**config.mk**
```make
export PLATFORM = sky130hd
export DESIGN_NAME = prbs_gen_top
export DESIGN_NICKNAME = d
export VERILOG_FILES = /design/src/rtl/prbs_pkg.sv /design/src/rtl/prbs_lfsr.sv /design/src/rtl/prbs_zero_guard.sv /design/src/rtl/prbs_word_rot.sv /design/src/rtl/prbs_gen_top.sv
export SDC_FILE = /design/constraint.sdc
export NUM_CORES = 1
export LEC_CHECK = 0
export BUFFER_PORTS_ARGS = -buffer_cell sky130_fd_sc_hd__buf_2
export CORE_MARGIN = 1.5
export CORE_UTILIZATION = 40
export DETAILED_ROUTE_END_ITERATION = 10
export GPL_TIMING_DRIVEN = 0
export SLEW_MARGIN = 5
export SYNTH_ARGS = -nofsm -noshare
export SYNTH_HDL_FRONTEND = slang
export SYNTH_SLANG_ARGS = --single-unit
```
**constraint.sdc**
```tcl
create_clock -name clk -period 2.7 [get_ports clk]
set_clock_uncertainty 0.15 [all_clocks]
set_input_delay 0.405 -clock clk [delete_from_list [all_inputs] [get_ports clk]]
set_output_delay 0.405 -clock clk [all_outputs]
set_load 0.03 [all_outputs]
```
**src/rtl/prbs_pkg.sv**
```systemverilog
package prbs_pkg;
  localparam int LFSR_W = 20;

  typedef enum logic [2:0] {
    PAT_P7    = 3'b000,
    PAT_P11   = 3'b001,
    PAT_P15   = 3'b010,
    PAT_QRS   = 3'b011,
    PAT_WORD  = 3'b100,
    PAT_ALTW  = 3'b101,
    PAT_FIX55 = 3'b110,
    PAT_P9    = 3'b111
  } pat_e;

  typedef struct packed {
    logic [LFSR_W-1:0] top;  // output stage
    logic [LFSR_W-1:0] fbm;  // stages XORed into feedback
  } lfsr_cfg_t;

  function automatic lfsr_cfg_t cfg_for(pat_e m);
    lfsr_cfg_t c;
    int n;
    int t;
    case (m)
      PAT_P9:  begin n = 9;  t = 5;  end
      PAT_P11: begin n = 11; t = 9;  end
      PAT_P15: begin n = 15; t = 14; end
      PAT_QRS: begin n = 20; t = 17; end
      default: begin n = 7;  t = 6;  end
    endcase
    c.top = LFSR_W'(1) << (n - 1);
    c.fbm = c.top | (LFSR_W'(1) << (t - 1));
    return c;
  endfunction

  function automatic logic is_lfsr(pat_e m);
    return (m == PAT_P7) || (m == PAT_P9) || (m == PAT_P11) ||
           (m == PAT_P15) || (m == PAT_QRS);
  endfunction
endpackage

```
**src/rtl/prbs_lfsr.sv**
```systemverilog
module prbs_lfsr #(
  parameter int W = prbs_pkg::LFSR_W
) (
  input  logic         clk,
  input  logic         rst_n,
  input  logic         seed,
  input  logic         step,
  input  logic [W-1:0] top_mask,
  input  logic [W-1:0] fb_mask,
  output logic         out_bit
);
  logic [W-1:0] st;
  logic [W-1:0] keep;
  logic         fb;

  always_comb begin
    keep    = top_mask | (top_mask - W'(1));
    fb      = ^(st & fb_mask);
    out_bit = |(st & top_mask);
  end

  always_ff @(posedge clk or negedge rst_n) begin
    if (!rst_n)    st <= '1;
    else if (seed) st <= '1;
    else if (step) st <= {st[W-2:0], fb} & keep;
  end

  AST_LFSR_LIVE: assert property (@(posedge clk) disable iff (!rst_n)
    (st & keep) != '0);
endmodule

```
**src/rtl/prbs_zero_guard.sv**
```systemverilog
module prbs_zero_guard #(
  parameter int LIMIT = 14
) (
  input  logic clk,
  input  logic rst_n,
  input  logic clr,
  input  logic step,
  input  logic en,
  input  logic raw,
  output logic out_bit
);
  localparam int CW = $clog2(LIMIT + 1);
  localparam logic [CW-1:0] LIM_C = CW'(LIMIT);

  logic [CW-1:0] zrun;

  assign out_bit = raw | (en && (zrun == LIM_C));

  always_ff @(posedge clk or negedge rst_n) begin
    if (!rst_n)          zrun <= '0;
    else if (clr)        zrun <= '0;
    else if (step && en) zrun <= out_bit ? '0 : zrun + CW'(1);
  end

  AST_ZERO_RUN_CAP: assert property (@(posedge clk) disable iff (!rst_n)
    zrun <= LIM_C);
endmodule

```
**src/rtl/prbs_word_rot.sv**
```systemverilog
module prbs_word_rot #(
  parameter int WORD_W = 32
) (
  input  logic              clk,
  input  logic              rst_n,
  input  logic              load,
  input  logic [WORD_W-1:0] word,
  input  logic              step,
  output logic              out_bit
);
  localparam int IW = $clog2(WORD_W);
  localparam logic [IW-1:0] LAST = IW'(WORD_W - 1);

  logic [WORD_W-1:0] word_q;
  logic [IW-1:0]     pos;

  assign out_bit = word_q[LAST - pos];

  always_ff @(posedge clk or negedge rst_n) begin
    if (!rst_n) begin
      word_q <= '0;
      pos    <= '0;
    end else if (load) begin
      word_q <= word;
      pos    <= '0;
    end else if (step) begin
      pos <= (pos == LAST) ? '0 : pos + IW'(1);
    end
  end

  AST_POS_IN_RANGE: assert property (@(posedge clk) disable iff (!rst_n)
    pos <= LAST);
endmodule

```
**src/rtl/prbs_gen_top.sv**
```systemverilog
module prbs_gen_top
  import prbs_pkg::*;
#(
  parameter int WORD_W     = 32,
  parameter int ZERO_LIMIT = 14
) (
  input  logic              clk,
  input  logic              rst_n,
  input  logic [2:0]        pat_sel,
  input  logic              load_ctl,
  input  logic              invert_ctl,
  input  logic [WORD_W-1:0] rep_word,
  input  logic              bit_ready,
  output logic              bit_valid,
  output logic              bit_data
);
  logic      load_q;
  logic      valid_q;
  pat_e      mode_q;
  logic      ld;
  logic      step;
  lfsr_cfg_t cfg;
  logic      lfsr_bit;
  logic      guard_bit;
  logic      word_bit;
  logic      pat_bit;

  assign ld   = load_ctl & ~load_q;
  assign step = valid_q & bit_ready & ~ld;
  assign cfg  = cfg_for(mode_q);

  always_ff @(posedge clk or negedge rst_n) begin
    if (!rst_n) begin
      load_q  <= 1'b0;
      valid_q <= 1'b0;
      mode_q  <= PAT_P7;
    end else begin
      load_q  <= load_ctl;
      valid_q <= 1'b1;
      if (ld) mode_q <= pat_e'(pat_sel);
    end
  end

  prbs_lfsr #(.W(LFSR_W)) u_lfsr (
    .clk      (clk),
    .rst_n    (rst_n),
    .seed     (ld),
    .step     (step && is_lfsr(mode_q)),
    .top_mask (cfg.top),
    .fb_mask  (cfg.fbm),
    .out_bit  (lfsr_bit)
  );

  prbs_zero_guard #(.LIMIT(ZERO_LIMIT)) u_guard (
    .clk     (clk),
    .rst_n   (rst_n),
    .clr     (ld),
    .step    (step),
    .en      (mode_q == PAT_QRS),
    .raw     (lfsr_bit),
    .out_bit (guard_bit)
  );

  prbs_word_rot #(.WORD_W(WORD_W)) u_word (
    .clk     (clk),
    .rst_n   (rst_n),
    .load    (ld),
    .word    (rep_word),
    .step    (step && (mode_q == PAT_WORD)),
    .out_bit (word_bit)
  );

  always_comb begin
    case (mode_q)
      PAT_QRS:             pat_bit = guard_bit;
      PAT_WORD:            pat_bit = word_bit;
      PAT_ALTW, PAT_FIX55: pat_bit = 1'b1;
      default:             pat_bit = lfsr_bit;
    endcase
  end

  assign bit_valid = valid_q;
  assign bit_data  = pat_bit ^ invert_ctl;

  AST_STALL_HOLDS: assert property (@(posedge clk) disable iff (!rst_n)
    (valid_q && !bit_ready && !ld) |=> $stable(pat_bit));
  AST_MODE_ON_EDGE: assert property (@(posedge clk) disable iff (!rst_n)
    !ld |=> $stable(mode_q));
  AST_VALID_STAYS: assert property (@(posedge clk) disable iff (!rst_n)
    valid_q |=> valid_q);
endmodule

```
Word-level counts from Yosys, hierarchy flattened
Index checks and enable logic that the tools add are counted.
{ "op_classes": {"add_sub_neg": 6, "n_lt_le_gt_ge": 1, "n_eq_ne": 9, "shifts": 2, "muxes": 13, "n_bitwise": 12, "n_reduce_logical": 15} }
{ "ops": {"columns": ["operator", "n"], "rows": [
  ["$shl A1 B32 Y20 const A", 2],
  ["$sub A32 B2 Y32 const B", 2],
  ["$and A20 B20 Y20", 3],
  ["$mux W20", 2],
  ["$or A20 B20 Y20", 2],
  ["$pmux W5 S4", 2],
  ["$reduce_or A20 Y1", 1],
  ["$reduce_xor A20 Y1", 1],
  ["$sub A20 B1 Y20 const B", 1],
  ["$mux W5", 3],
  ["$eq A3 B3 Y1 const B", 4],
  ["$mux W4", 3],
  ["$eq A3 B2 Y1 const B", 2],
  ["$lt A5 B6 Y1 const B", 1],
  ["$reduce_bool A2 Y1", 3],
  ["$add A5 B1 Y5 const B", 1],
  ["$bmux W1 S5", 1],
  ["$eq A5 B5 Y1 const B", 1],
  ["$sub A5 B5 Y5 const A", 1],
  ["$add A4 B1 Y4 const B", 1],
  ["$eq A4 B4 Y1 const B", 1],
  ["$logic_and A1 B1 Y1", 4],
  ["$logic_or A1 B1 Y1", 4],
  ["$and A1 B1 Y1", 3],
  ["8 further kinds", 9]
]} }
{ "word_totals": {"regBits": 66, "inputBits": 40, "output_inout_bits": 2} }

Longest topological paths before layout
{ "depth": {"word_depth": 10, "depth_mapped": 11, "mapped_depth_nobuf": 10} }

Modules after synthesis
Synthesis repeated with hierarchy kept, for this count alone.
{ "unflattened": {"cells_unflattened": 373, "area_unflattened_um2": 3814.9} }
{ "modules_own_cells": {"columns": ["module", "n_inst", "cells_each", "area_each_um2"], "rows": [
  ["prbs_word_rot", 1, 132, 1752.9],
  ["prbs_lfsr", 1, 164, 1397.6],
  ["prbs_gen_top", 1, 53, 424.2],
  ["prbs_zero_guard", 1, 24, 240.2]
]} }

Worst setup path after synthesis
OpenSTA, ideal clock, no wires.
{ "synth_path": {"path_kind": "flip-flop to output port", "startpoint": "register u_word.pos[1]", "endpoint": "output port bit_data", "t_arrival_ns": 2.157, "required_ns": 2.145, "slack_ns": -0.012, "path_stages_with_launch": 7, "path_buffers": 1, "cell_sequence": "dfrtp_1 > clkbuf_1 > mux4_2 > o2bb2ai_1 > or3_1 > nand4_1 > xor2_1"} }
{ "synth_between": {"elab_chain_cells": 5} }
{ "synth_rtl": {"columns": ["item", "line_no", "rtl"], "rows": [
  ["start: declaration", "prbs_word_rot.sv:15", "logic [IW-1:0] pos;"],
  ["start signal: assignment", "prbs_word_rot.sv:27", "pos <= (pos == LAST) ? '0 : pos + IW'(1);"],
  ["$sub A5 B5 Y5", "prbs_word_rot.sv:17", "assign out_bit = word_q[LAST - pos];"],
  ["$bmux W1 S5", "prbs_word_rot.sv:17", null],
  ["$mux W1 (not written as such)", "prbs_word_rot.sv:17", null],
  ["$pmux W1 S3", "prbs_gen_top.sv:74", "case (mode_q)"],
  ["$xor A1 B1 Y1", "prbs_gen_top.sv:83", "assign bit_data = pat_bit ^ invert_ctl;"],
  ["end: declaration", "prbs_gen_top.sv:15", "output logic bit_data"]
]} }
No other way between the ends. The select of a mux whose other input is x is not followed.

Worst setup path after layout
{ "layout_path": {"startpoint": "register u_word.pos[0]", "endpoint": "output port bit_data"} }
The elaborated chain is that of the path after synthesis.

==> results.py <==
metrics = {
    "outcome": {
        "outcome": "finished with violations",
        "violations": "negative setup slack",
    },
    "yosys": {
        "synth_flop_cell": "dfrtp_1",
        "synth_area_per_cell_sq_um": 8.90,
        "ys_ff_latch": 66,
        "ys_types": 39,
        "synthTopCellsByCount": "nand2_1, dfrtp_1, o21ai_0",
        "synth.most_common_cell": "nand2_1",
        "yosysSeqAreaShare_pct": 51.2,
        "syn-num-nets": 413,
        "synth_edf_count": 0,
        "async_reset_ff_share_pct": 100,
        "synthTopCellsByArea": "dfrtp_1, dfstp_2, nand2_1, o21ai_0, mux4_2",
        "synth_cells": 368,
        "syn_area_sq_um": 3270,
        "synth_top_area_share_pct": 35.2,
        "yosys_warnings": 0,
        "yosysTopAreaCell": "dfrtp_1",
    },
    "pwr": {
        "p_clk_share_pct": 35.0,
        "leakagePower_nw": 1.79,
        "peakVddDrop_v": 0.000358,
        "seqPwrFrac_pct": 46.2,
        "p_sw_mw": 0.792,
        "finalPower_mw": 2.71,
        "p_sw_share_pct": 29.2,
        "p_comb_share_pct": 18.8,
        "p_int_mw": 1.92,
        "p_per_area_nw_per_um2": 692,
    },
    "sta": {
        "layout_min_cycle_time_ns": 3.02,
        "setup_viol": 1,
        "rsz0062_at_grt": "yes",
        "setup_slack_ns": -0.321,
        "finalHoldViolCount": 0,
        "max_slew_margin_pct": 64.7,
        "finalMaxSlewViolations": 0,
        "fin_crit_sh_pct": 112,
        "max_freq_mhz": 331,
        "worstMarginPinSlew_ns": 0.530,
    },
    "floorplan": {
        "die_h_um": 93.5,
        "ioPinCount": 42,
        "rows": 32,
        "start_util_pct": 41.9,
        "core_sq_um": 7810,
        "chipWidth_um": 93.5,
        "dieArea_sq_um": 8740,
    },
    "clock_network": {
        "htree_num_levels": 3,
        "tritoncts": "yes",
        "clock_latency_ns": 0.35,
        "root_buffer": "clkbuf_8",
        "cts_made_buffers": 9,
        "path_clk_slew_ns": 0.08,
        "cts_buffer_depth": 2,
        "clkSinkCount": 66,
    },
    "global_routing": {
        "grt_pass1_vias": 2678,
        "grt_max_degree": 67,
        "grt_usage_pct": 19.1,
        "grt_overflow": 0,
        "grt_pass1_wl_um": 12800,
        "antenna_found_initial": 0,
    },
    "setup_path": {
        "end_kind": "output port",
        "required_ns": 2.14,
        "path_cells": "buf_6 -> mux2i_2 -> mux4_2 -> o2bb2ai_1 -> or3_1 -> nand4_1 -> xor2_2 -> buf_6",
        "critical_path_arrival_ns": 2.47,
        "cp_slowest_stage_delay_ns": 0.48,
        "worstSetupStartpointType": "flop",
        "cp_common_cell": "buf_6",
        "path_class": "flop to output port",
        "worst-path-max-fanout": 5,
        "cp_slowest_cell": "mux4_2",
    },
    "placed_design": {
        "place_inst": 512,
        "port-buffer-count": 41,
        "dp_hpwl_um": 5100,
        "pre_cts_slack_ns": -0.148,
        "gp_congestion": 0.831,
    },
    "routing": {
        "drtPass1Iterations": 4,
        "vias_per_cell": 4.97,
        "dr.first_iter.drc_count": 150,
        "drc": 0,
        "antenna_left": 0,
        "vias": 2635,
        "wl_um": 7420,
        "wire_per_inst_um": 14.0,
    },
    "layout": {
        "drive_above_1_share_pct": 23.4,
        "antenna_cells": 0,
        "final_nets": 468,
        "area_growth_pct": 19.8,
        "final_cells": 530,
    },
    "worst_hold_path": {
        "min_path_type": "input pin to flop",
    },
    "run": {
        "max_cap_viol_count": 0,
    },
}
[flip-flops by register name, summed over array words and instances, names as in the netlist]
name and flops:
bit_valid 1, load_q 1, mode_q 3, u_guard.zrun 4
u_lfsr.st 20, u_word.pos 5, u_word.word_q 32
[what timing repair did]
action | 4_1_cts | 5_1_grt
hold buffers | 1 | 0
hold endpoints to repair | 46 | 0
setup endpoints to repair | 1 | 2
pin swaps | 2 | 1
resized for setup | 4 | 11
buffers inserted | 1 | 1
[per-stage QoR]
step | TNS [ns] | utilization, % | hold slack (ns) | instance area, sq um
final | -0.321 | 50.3 | 0.0462 | 3920
after global routing | -0.400 | 50.3 | 0.0308 | 3920
after CTS | -0.330 | 49.9 | 0.0224 | 3900
after detailed placement | -0.148 | 46.7 | 0.288 | 3640
after global placement | -0.0913 | 46.3 | 0.304 | 3610
after floorplan | 0 | - | -0.0406 | 3280
[area by class of cell]
| cell class | count | area (sq um) |
|---|---|---|
| Clock buffer | 9 | 124 |
| Multi-Input combinational cell | 276 | 1510 |
| Inverter | 3 | 11.3 |
| Buffer | 22 | 105 |
| Tap cell | 102 | 128 |
| Clock inverter | 7 | 101 |
| Timing Repair Buffer | 45 | 267 |
| Fill cell | 760 | 3880 |
| Sequential cell | 66 | 1680 |
[layout by cell type (no fill, tap or decap), types with 4 or more instances in the layout]
cell type	Yosys	layout
nand2_1	126	126
dfrtp_1	46	46
buf_2	0	40
o21ai_0	31	31
nor2_1	24	24
dfstp_2	20	20
clkbuf_1	18	14
nand3_1	14	14
a21oi_1	9	9
clkbuf_8	0	9
nor3_1	7	7
nand2b_1	6	6
mux4_2	6	6
ha_1	5	5
mux2i_2	0	4
nor2b_1	4	4
[critical path: cells and delay by family, from the launching register on]
family	cells	cell delay (ns)
AO/OA/AOI/OAI	1	0.14
buffers and inverters	2	0.31
multiplexers	2	0.64
flip-flops	1	0.39
AND/OR/NAND/NOR	2	0.43
XOR/XNOR	1	0.19
[power by group through the flow]
stage | clock [mW] | sequential (mW) | combinational, mW
after floorplan | 0 | 1.24 | 0.355
after global placement | 0 | 1.26 | 0.479
after detailed placement | 0 | 1.27 | 0.491
after CTS | 0.975 | 1.25 | 0.507
after global routing | 1.01 | 1.28 | 0.575
final | 0.950 | 1.26 | 0.509
[path summary, 6_finish.rpt]
path	start	endpoint	slack [ns]	cells past startpoint
max	u_word.pos[0]$_DFFE_PN0P_	bit_data	-0.32	8
min	load_ctl	load_q$_DFF_PN0_	0.05	1
max reg2reg	mode_q[1]$_DFFE_PN0P_	u_lfsr.st[0]$_DFFE_PN1P_	0.27	11
min reg2reg	u_word.word_q[18]$_DFFE_PN0P_	u_word.word_q[18]$_DFFE_PN0P_	0.33	2
max in group asynchronous	rst_n	u_lfsr.st[8]$_DFFE_PN1P_	1.65	3
min in group asynchronous	rst_n	u_word.word_q[22]$_DFFE_PN0P_	0.45	3
[cell families (layout without fill, tap and decap cells)]
logic type / Yosys count / count (layout) / share of synthesized area (%)
buffers and inverters: 26 / 86 / 3.32
AND/OR/NAND/NOR: 193 / 193 / 24.8
XOR/XNOR: 7 / 7 / 1.87
multiplexers: 16 / 16 / 7.30
AO/OA/AOI/OAI: 54 / 54 / 9.44
adder cells (fa/ha/maj): 5 / 5 / 1.91
other: 1 / 1 / 0.115
flip-flops: 66 / 66 / 51.2
[per-layer routing]
layer	wire [um]	vias up	GRT usage, %
met1	3480	1240	23.8
met5	0	-	0
met4	121	0	7.32
li1	-	1333	-
met2	3500	51	31.3
met3	315	11	5.45
No activity file was read; power rests on OpenSTA's default activity.
